--- src/rtl/audio_clk_pkg.sv ---
package audio_clk_pkg;

    localparam int CFG_W           = 8;
    localparam int RATIO_LO        = 2;
    localparam int RATIO_HI        = 4;
    localparam int FRAME_MIN_BITS  = 32;
    localparam int FRAME_MAX_BITS  = 128;
    localparam int DIV_W           = $clog2(RATIO_HI);
    localparam int BIT_W           = $clog2(FRAME_MAX_BITS);

    typedef struct packed {
        logic [1:0] frame_sel;
        logic       ratio_hi;
        logic       no_gate;
        logic       provider;
        logic       pol_bit;
        logic       pol_frame;
    } clk_cfg_t;

    function automatic clk_cfg_t unpack_cfg(input logic [CFG_W-1:0] w);
        clk_cfg_t c;
        c.pol_frame = w[0];
        c.pol_bit   = w[1];
        c.provider  = w[3];
        c.no_gate   = w[4];
        c.ratio_hi  = w[5];
        c.frame_sel = w[7:6];
        return c;
    endfunction

    function automatic logic [DIV_W-1:0] div_last(input logic hi);
        return hi ? DIV_W'(RATIO_HI - 1) : DIV_W'(RATIO_LO - 1);
    endfunction

    function automatic logic [DIV_W-1:0] div_mid(input logic hi);
        return hi ? DIV_W'(RATIO_HI / 2) : DIV_W'(RATIO_LO / 2);
    endfunction

    function automatic logic [BIT_W:0] frame_len(input logic [1:0] sel);
        logic [1:0] s;
        s = (sel > 2'd2) ? 2'd2 : sel;
        return (BIT_W+1)'(FRAME_MIN_BITS) << s;
    endfunction

endpackage

--- src/rtl/audio_clk_cfg_shadow.sv ---
module audio_clk_cfg_shadow
    import audio_clk_pkg::*;
(
    input  logic             clk,
    input  logic             rst,
    input  logic [CFG_W-1:0] cfg_word,
    input  logic             running,
    input  logic             boundary,
    output clk_cfg_t         act
);

    always_ff @(posedge clk) begin
        if (rst)
            act <= '0;
        else if (!running || boundary)
            act <= unpack_cfg(cfg_word);
    end

    // settings stay put inside a frame
    a_r9_hold_mid_frame: assert property (@(posedge clk) disable iff (rst)
        (running && !boundary) |=> $stable(act));

endmodule

--- src/rtl/audio_clk_provider.sv ---
module audio_clk_provider
    import audio_clk_pkg::*;
(
    input  logic     clk,
    input  logic     rst,
    input  logic     run,
    input  logic     adv_ok,
    input  clk_cfg_t act,
    output logic     bclk_raw,
    output logic     lr_raw,
    output logic     bit_stb,
    output logic     frame_stb,
    output logic     boundary
);

    logic [DIV_W-1:0] div_cnt;
    logic [BIT_W-1:0] bit_cnt;
    logic [BIT_W:0]   flen;
    logic [BIT_W-1:0] bit_last;
    logic [BIT_W-1:0] bit_half;
    logic             go;
    logic             launch;

    always_comb begin
        flen     = frame_len(act.frame_sel);
        bit_last = BIT_W'(flen - 1'b1);
        bit_half = BIT_W'(flen >> 1);
        go       = run && adv_ok;
        launch   = go && (div_cnt == '0);
        boundary = launch && (bit_cnt == '0);
    end

    always_ff @(posedge clk) begin
        if (rst || !run) begin
            div_cnt   <= '0;
            bit_cnt   <= '0;
            bclk_raw  <= 1'b1;
            lr_raw    <= 1'b1;
            bit_stb   <= 1'b0;
            frame_stb <= 1'b0;
        end else begin
            bit_stb   <= launch;
            frame_stb <= boundary;
            if (go) begin
                div_cnt <= (div_cnt == div_last(act.ratio_hi)) ? '0 : div_cnt + 1'b1;
                if (launch) begin
                    bclk_raw <= 1'b0;
                    bit_cnt  <= (bit_cnt == bit_last) ? '0 : bit_cnt + 1'b1;
                    if (bit_cnt == '0)
                        lr_raw <= 1'b0;
                    else if (bit_cnt == bit_half)
                        lr_raw <= 1'b1;
                end else if (div_cnt == div_mid(act.ratio_hi)) begin
                    bclk_raw <= 1'b1;
                end
            end
        end
    end

    // a frame strobe always rides on a bit strobe
    a_r6_frame_on_bit: assert property (@(posedge clk) disable iff (rst)
        frame_stb |-> bit_stb);

    // bit period is at least two master cycles
    a_r1_no_back_to_back: assert property (@(posedge clk) disable iff (rst)
        bit_stb |=> !bit_stb);

    // gated clocks hold still
    a_r8_freeze: assert property (@(posedge clk) disable iff (rst)
        (run && !adv_ok) |=> ($stable(bclk_raw) && $stable(lr_raw) && !bit_stb));

    // stopped clocks sit at idle level
    a_r7_idle_level: assert property (@(posedge clk) disable iff (rst)
        !run |=> (bclk_raw && lr_raw && !bit_stb && !frame_stb));

endmodule

--- src/rtl/audio_clk_consumer.sv ---
module audio_clk_consumer
    import audio_clk_pkg::*;
(
    input  logic clk,
    input  logic rst,
    input  logic run,
    input  logic ext_bclk,
    input  logic ext_lr,
    input  logic pol_bit,
    input  logic pol_frame,
    output logic bclk_s,
    output logic lr_s,
    output logic bit_stb,
    output logic frame_stb,
    output logic boundary
);

    localparam int SYNC_N = 3;

    logic [SYNC_N-1:0] b_pipe;
    logic [SYNC_N-1:0] l_pipe;
    logic              b_fall;

    always_ff @(posedge clk) begin
        if (rst) begin
            b_pipe <= '0;
            l_pipe <= '0;
        end else begin
            b_pipe <= {b_pipe[SYNC_N-2:0], ext_bclk};
            l_pipe <= {l_pipe[SYNC_N-2:0], ext_lr};
        end
    end

    always_comb begin
        bclk_s   = b_pipe[1];
        lr_s     = l_pipe[1];
        b_fall   = run && (b_pipe[2] ^ pol_bit) && !(b_pipe[1] ^ pol_bit);
        boundary = run && (l_pipe[2] ^ pol_frame) && !(l_pipe[1] ^ pol_frame);
    end

    always_ff @(posedge clk) begin
        if (rst || !run) begin
            bit_stb   <= 1'b0;
            frame_stb <= 1'b0;
        end else begin
            bit_stb   <= b_fall;
            frame_stb <= boundary;
        end
    end

    // a launch edge needs a full bit clock cycle in between
    a_r10_bit_gap: assert property (@(posedge clk) disable iff (rst)
        bit_stb |=> !bit_stb);

    // nothing is reported while stopped
    a_r7_consumer_quiet: assert property (@(posedge clk) disable iff (rst)
        !run |=> (!bit_stb && !frame_stb));

endmodule

--- src/rtl/audio_clk_gen.sv ---
module audio_clk_gen
    import audio_clk_pkg::*;
(
    input  logic             clk,
    input  logic             rst,
    input  logic [CFG_W-1:0] cfg_word,
    input  logic             tx_en,
    input  logic             rx_en,
    input  logic             line_idle,
    input  logic             ext_bclk,
    input  logic             ext_lrclk,
    output logic             bclk_o,
    output logic             lrclk_o,
    output logic             clk_oe,
    output logic             bit_stb,
    output logic             frame_stb
);

    clk_cfg_t act;
    logic     run;
    logic     p_run, c_run;
    logic     p_bclk, p_lr, p_bit, p_frame, p_bound;
    logic     c_bclk, c_lr, c_bit, c_frame, c_bound;
    logic     boundary;

    always_comb begin
        run      = tx_en || rx_en;
        p_run    = run && act.provider;
        c_run    = run && !act.provider;
        boundary = act.provider ? p_bound : c_bound;
    end

    audio_clk_cfg_shadow u_shadow (
        .clk      (clk),
        .rst      (rst),
        .cfg_word (cfg_word),
        .running  (run),
        .boundary (boundary),
        .act      (act)
    );

    audio_clk_provider u_prov (
        .clk       (clk),
        .rst       (rst),
        .run       (p_run),
        .adv_ok    (act.no_gate || !line_idle),
        .act       (act),
        .bclk_raw  (p_bclk),
        .lr_raw    (p_lr),
        .bit_stb   (p_bit),
        .frame_stb (p_frame),
        .boundary  (p_bound)
    );

    audio_clk_consumer u_cons (
        .clk       (clk),
        .rst       (rst),
        .run       (c_run),
        .ext_bclk  (ext_bclk),
        .ext_lr    (ext_lrclk),
        .pol_bit   (act.pol_bit),
        .pol_frame (act.pol_frame),
        .bclk_s    (c_bclk),
        .lr_s      (c_lr),
        .bit_stb   (c_bit),
        .frame_stb (c_frame),
        .boundary  (c_bound)
    );

    always_comb begin
        if (act.provider) begin
            bclk_o    = p_bclk ^ act.pol_bit;
            lrclk_o   = p_lr ^ act.pol_frame;
            bit_stb   = p_bit;
            frame_stb = p_frame;
        end else begin
            bclk_o    = c_bclk;
            lrclk_o   = c_lr;
            bit_stb   = c_bit;
            frame_stb = c_frame;
        end
        clk_oe = p_run;
    end

    // consumer mode never drives the clock pins
    a_r5_consumer_no_drive: assert property (@(posedge clk) disable iff (rst)
        !act.provider |-> !clk_oe);

    // reset leaves the strobes quiet
    a_r11_reset_quiet: assert property (@(posedge clk)
        $past(rst) |-> (!bit_stb && !frame_stb));

endmodule

--- config.mk ---
export PLATFORM = sky130hd
export DESIGN_NAME = audio_clk_gen
export DESIGN_NICKNAME = d
export VERILOG_FILES = /design/src/rtl/audio_clk_pkg.sv /design/src/rtl/audio_clk_cfg_shadow.sv /design/src/rtl/audio_clk_provider.sv /design/src/rtl/audio_clk_consumer.sv /design/src/rtl/audio_clk_gen.sv
export SDC_FILE = /design/constraint.sdc
export NUM_CORES = 1
export LEC_CHECK = 0
export BUFFER_PORTS_ARGS = -buffer_cell sky130_fd_sc_hd__buf_2
export CAP_MARGIN = 30
export CORE_ASPECT_RATIO = 1.2
export CORE_UTILIZATION = 52
export CTS_BUF_LIST = sky130_fd_sc_hd__clkbuf_16
export DETAILED_ROUTE_END_ITERATION = 8
export MAX_ROUTING_LAYER = met4
export PLACE_DENSITY_LB_ADDON = 0.05
export SLEW_MARGIN = 40
export SYNTH_ARGS = -nofsm -noshare
export SYNTH_HDL_FRONTEND = slang
export SYNTH_HIERARCHICAL = 1
export SYNTH_SLANG_ARGS = --single-unit
--- constraint.sdc ---
create_clock -name clk -period 4.02 [get_ports clk]
set_input_delay 0.402 -clock clk [delete_from_list [all_inputs] [get_ports clk]]
set_output_delay 0.402 -clock clk [all_outputs]
set_load 0.01 [all_outputs]
* Yosys cells after proc, flatten, opt, wreduce, memory -nomap -nowiden *
Cells that the tools add are included.

storage, ports and cells
  register bits = 28
  bits in latches = 0
  RAM bits = 0
  memory bits (read-only) = 0
  input port bits = 15
  output and inout bits = 5
  word-level logic and storage cells = 73
  memories kept = 0

operators by class
  add/subtract/negate cells = 3
  $mul = 0
  div/mod/pow operators = 0
  magnitude comparators = 1
  equality and inequality tests = 4
  shift-type cells = 1
  muxes and demuxes = 14
  bitwise logic cells = 6
  reduce and logical (&&, ||, !) cells = 28

operators by type and width
  kind                                                                count
  7-bit equality test                                                 2
  1-bit logical AND                                                   9
  1-bit two-way mux                                                   9
  2-bit two-way mux                                                   4
  6-bit by 2-bit left shift with 8-bit output, first input constant   1
  7-bit by 1-bit adder with 7-bit output, second input constant       1
  1-bit logical NOT                                                   7
  7-bit logical NOT                                                   1
  7-bit two-way mux                                                   1
  7-bit by 1-bit subtractor with 7-bit output, second input constant  1
  1-bit bitwise XOR                                                   6
  1-bit logical OR                                                    5
  2-bit equality test                                                 2
  2-bit AND reduction                                                 2
  2-bit nonzero test                                                  2
  3-bit AND reduction                                                 1
  2-bit by 1-bit adder with 2-bit output, second input constant       1
  2-bit > comparator, second input constant                           1
  2-bit logical NOT                                                   1

* Logic depth before layout (Yosys ltp) *
  depth after elaboration = 7
  mapped depth = 9
  gate-level depth less buffers = 9

* Cells and area by module *
Netlist, hierarchy kept.

by module, submodules not included
  module                times used  cells each  area each (um2)  seq. area each (um2)
  audio_clk_provider    1           84          709.4            260.2
  audio_clk_cfg_shadow  1           30          320.3            140.1
  audio_clk_consumer    1           22          264.0            160.2
  audio_clk_gen         1           14          116.4            0.0

* Least setup slack after synthesis *
No wires, ideal clock.

  path kind = input port to flip-flop
  start = input port rx_en
  end = register, netlist name u_shadow/act[0]
  setup time = 0.069 ns
  arrival time = 2.282 ns
  setup slack = 1.669 ns
  stages on the path = 9
  path buffers = 0
  cell sequence = or2_1 > and2_1 > nand2_1 > or4_4 > or4_4 > inv_1 > mux2_4 > and2b_4 > o21ai_1

between the ends
  longest elaborated chain between the ends = 7

ends and longest elaborated chain
  element             RTL line                    source
  start: declaration  audio_clk_gen.sv:8          input logic rx_en,
  1-bit logical OR    audio_clk_gen.sv:27         run = tx_en || rx_en;
  1-bit logical AND   audio_clk_gen.sv:28         p_run = run && act.provider;
  named net clk_oe    audio_clk_gen.sv:14         output logic clk_oe,
  1-bit logical AND   audio_clk_provider.sv:28    go = run && adv_ok;
  1-bit logical AND   audio_clk_provider.sv:29    launch = go && (div_cnt == '0);
  1-bit logical AND   audio_clk_provider.sv:30    boundary = launch && (bit_cnt == '0);
  named net p_bound   audio_clk_gen.sv:22         logic p_bclk, p_lr, p_bit, p_frame, p_bound;
  1-bit two-way mux   audio_clk_gen.sv:30         boundary = act.provider ? p_bound : c_bound;
  named net boundary  audio_clk_gen.sv:24         logic boundary;
  1-bit logical OR    audio_clk_cfg_shadow.sv:15  else if (!running || boundary)

The timed path passes the listed nets, and every way through them passes these cells.
A chain may end at the register's enable or synchronous reset.

* Final worst setup path *
  start = register, netlist name u_shadow/act[2]
  end = register, netlist name u_shadow/act[5]

between the ends
  longest elaborated chain between the ends = 6

ends and longest elaborated chain
  element             RTL line
  1-bit logical AND   audio_clk_gen.sv:28
  1-bit logical AND   audio_clk_provider.sv:28
  1-bit logical AND   audio_clk_provider.sv:29
  1-bit logical AND   audio_clk_provider.sv:30
  named net p_bound   audio_clk_gen.sv:22
  1-bit two-way mux   audio_clk_gen.sv:30
  named net boundary  audio_clk_gen.sv:24
  1-bit logical OR    audio_clk_cfg_shadow.sv:15

The timed path passes the listed nets, and every way through them passes these cells.

==> reports/qor.yml <==
outcome: "completed"
async_flop_share: 0
antenna_left: 0
finalWorstSetupSlack_ns: 1.56
dieArea_sq_um: 2920
gp_congestion: 0.775
wl_per_cell_um: 12.7
rr_endpoint: "u_shadow/act[5]"
vdd_drop_max_mv: 0.266
post_cts_buffers: 0
ys_seq_area_frac: 0.398
grt.overflow.total: 0
r2r_start: "u_shadow/act[2]"
timing.fmax_mhz: 406
synthToLayoutAreaGrowth_pct: 13.8
cpLargestDelayFamily: "simple AND/OR/NAND/NOR gates"
pwr_density_cell_nw_per_um2: 395
firstDrtPassIters: 4
crit_path_start_kind: "flop"
worst_path_max_delay_cell: "dfxtp_1"
synth_edf_count: 0
cp_max_fo: 10
arrival_ns: 2.65
dp_hpwl_mm: 1.80
finalClockSkew_ns: 0.00492
dp.cells: 196
synth.area.top_cells: "dfxtp_1 40%, nand4bb_1 5.6%, nand2b_1 4.4%"
dp_slack_ns: 1.42
cts_tree: "done"
cts_inserted_buffers: 3
first_iter_violations: 13
place_area_sq_um: 1500
cts_resized: 0
grt_first_pass_wirelength_mm: 4.10
vias_per_cell: 5.41
grt_pass1_vias: 973
htree_levels: 1
syn_nets: 168
slew_violations: 0
power.total_mw: 0.634
hold_viol: 0
min_path_type: "primary input to flop"
grt_usage: 0.195
fin_hold_ws_ns: 0.345
io_buffers: 18
reg2reg_depth: 8
min_period_ns: 2.46
synth.avg_cell_area_sq_um: 9.40
synth-main-ff-cell: "dfxtp_1"
synth_cell_types: 43
clock-sinks: 28
crit_buf_inv: 1
syn-cell-area_sq_um: 1410
drive_above_1_share: 0.216
grt_max_degree: 23
utilization: 0.628
coreArea_sq_um: 2550
cp-end-kind: "flop"
critPathKind: "flop to flop"
cts_hold_buf: 0
die_w_um: 49.5
regToRegSetupSlack_ns: 1.56
critPathMostFrequentCell: "or4_4"
required_ns: 4.21
worst-slew-pin-transition_ns: 0.538
synth_top_cell_area_share: 0.398
drc_errors: 0
p_leak_nw: 0.613
cp.depth: 8
startpoint: "u_shadow/act[2]"
yosysMostFrequentCell: "dfxtp_1"
rsz0062_at_grt: "false"
setup_viol: 0
fill_cells: 256
clockRootBuffer: "clkbuf_16"
crit_end: "u_shadow/act[5]"
antenna_cells: 0
yosysWarnings: 6
row_count: 20
layout.nets: 186
antenna_found_initial: 0
cpPeakStageDelay_ns: 0.58
synth_area_leader_cell: "dfxtp_1"
dr_total_vias: 1081
synthCells: 150
crit_chain: "and2_1 > nand2_1 > or4_4 > or4_4 > inv_1 > mux2_4 > and2b_4 > o21ai_1"
path_clk_slew_ns: 0.07
tns_ns: 0
clk_latency_ns: 0.26
design_area_sq_um: 1600
synthTopCellsByCount: "28 x dfxtp_1, 10 x nand2b_1, 10 x nor2_1, 9 x inv_1, 8 x a21oi_1"
drv_cap: 0
synth_seq_cells: 28
slew_headroom: 0.639
start_util: 0.552
cts.path.max_buffers: 2
period_share: 0.612
io_pins: 20
fin_cells: 200
wl_mm: 2.55
die_h_um: 59.0
worst min path at each step:
| stage | start | end | slack [ns] | depth (start not counted) |
|---|---|---|---|---|
| finish | ext_lrclk | u_cons/l_pipe[0] | 0.35 | 2 |
| global route | ext_lrclk | u_cons/l_pipe[0] | 0.35 | 2 |
| CTS | ext_lrclk | u_cons/l_pipe[0] | 0.34 | 2 |
| detailed placement | u_cons/b_pipe[0] | u_cons/b_pipe[1] | 0.44 | 1 |
| global placement | u_cons/b_pipe[0] | u_cons/b_pipe[1] | 0.42 | 1 |
| floorplan | u_cons/b_pipe[0] | u_cons/b_pipe[1] | 0.41 | 1 |
cells by family after synthesis:
kind of cell	Yosys count	synth area share
simple gates	66	0.311
flops	28	0.398
xor+xnor	6	0.0373
fa+ha+maj	3	0.0266
mux	5	0.0461
buf+inv	14	0.0541
compound gates	28	0.128
state kept, by name (all words and copies together) (netlist names):
name              count
u_prov/bit_cnt        7
u_prov/frame_stb      1
u_cons/bit_stb        1
u_prov/bclk_raw       1
u_cons/b_pipe         3
u_cons/frame_stb      1
u_prov/bit_stb        1
u_cons/l_pipe         3
u_shadow/act          7
u_prov/lr_raw         1
u_prov/div_cnt        2
per-layer routing:
metal,GRT usage,wire [um],vias up
met5,-,0,-
met4,0.0857,27,0
met3,0.0385,69,4
met2,0.344,1290,20
met1,0.211,1160,495
li1,-,-,562
power by group:
group | switching (mW) | internal (mW) | leakage, nW
Clock | 0.0905 | 0.198 | 0.0511
Sequential | 0.00808 | 0.285 | 0.228
Combinational | 0.0254 | 0.0262 | 0.335
cells in the final DEF, fill, tap and decap left out, types with 3 or more instances in the layout:
| master | synthesis | final |
|---|---|---|
| nand2_1 | 6 | 6 |
| inv_1 | 9 | 9 |
| o21ai_1 | 5 | 5 |
| ha_1 | 3 | 3 |
| nor2_1 | 10 | 10 |
| nand2b_1 | 10 | 10 |
| dfxtp_1 | 28 | 28 |
| nand3_1 | 6 | 6 |
| o21ai_0 | 3 | 3 |
| xnor2_1 | 5 | 5 |
| a21oi_1 | 8 | 8 |
| nor2b_1 | 7 | 7 |
| and3_1 | 3 | 3 |
| mux2_4 | 3 | 3 |
| nand4bb_1 | 7 | 7 |
| buf_2 | 1 | 18 |
| clkbuf_16 | 0 | 3 |
area by class of cell:
type | instances | area (sq um) | share of cell area
Tap cell | 33 | 41.3 | 0.0257
Multi-Input combinational cell | 108 | 773 | 0.482
Inverter | 9 | 33.8 | 0.0211
Sequential cell | 28 | 561 | 0.349
Clock buffer | 3 | 75.1 | 0.0468
Clock inverter | 1 | 30.0 | 0.0187
Timing Repair Buffer | 18 | 90.1 | 0.0562
No activity file was read; power rests on OpenSTA's default activity.
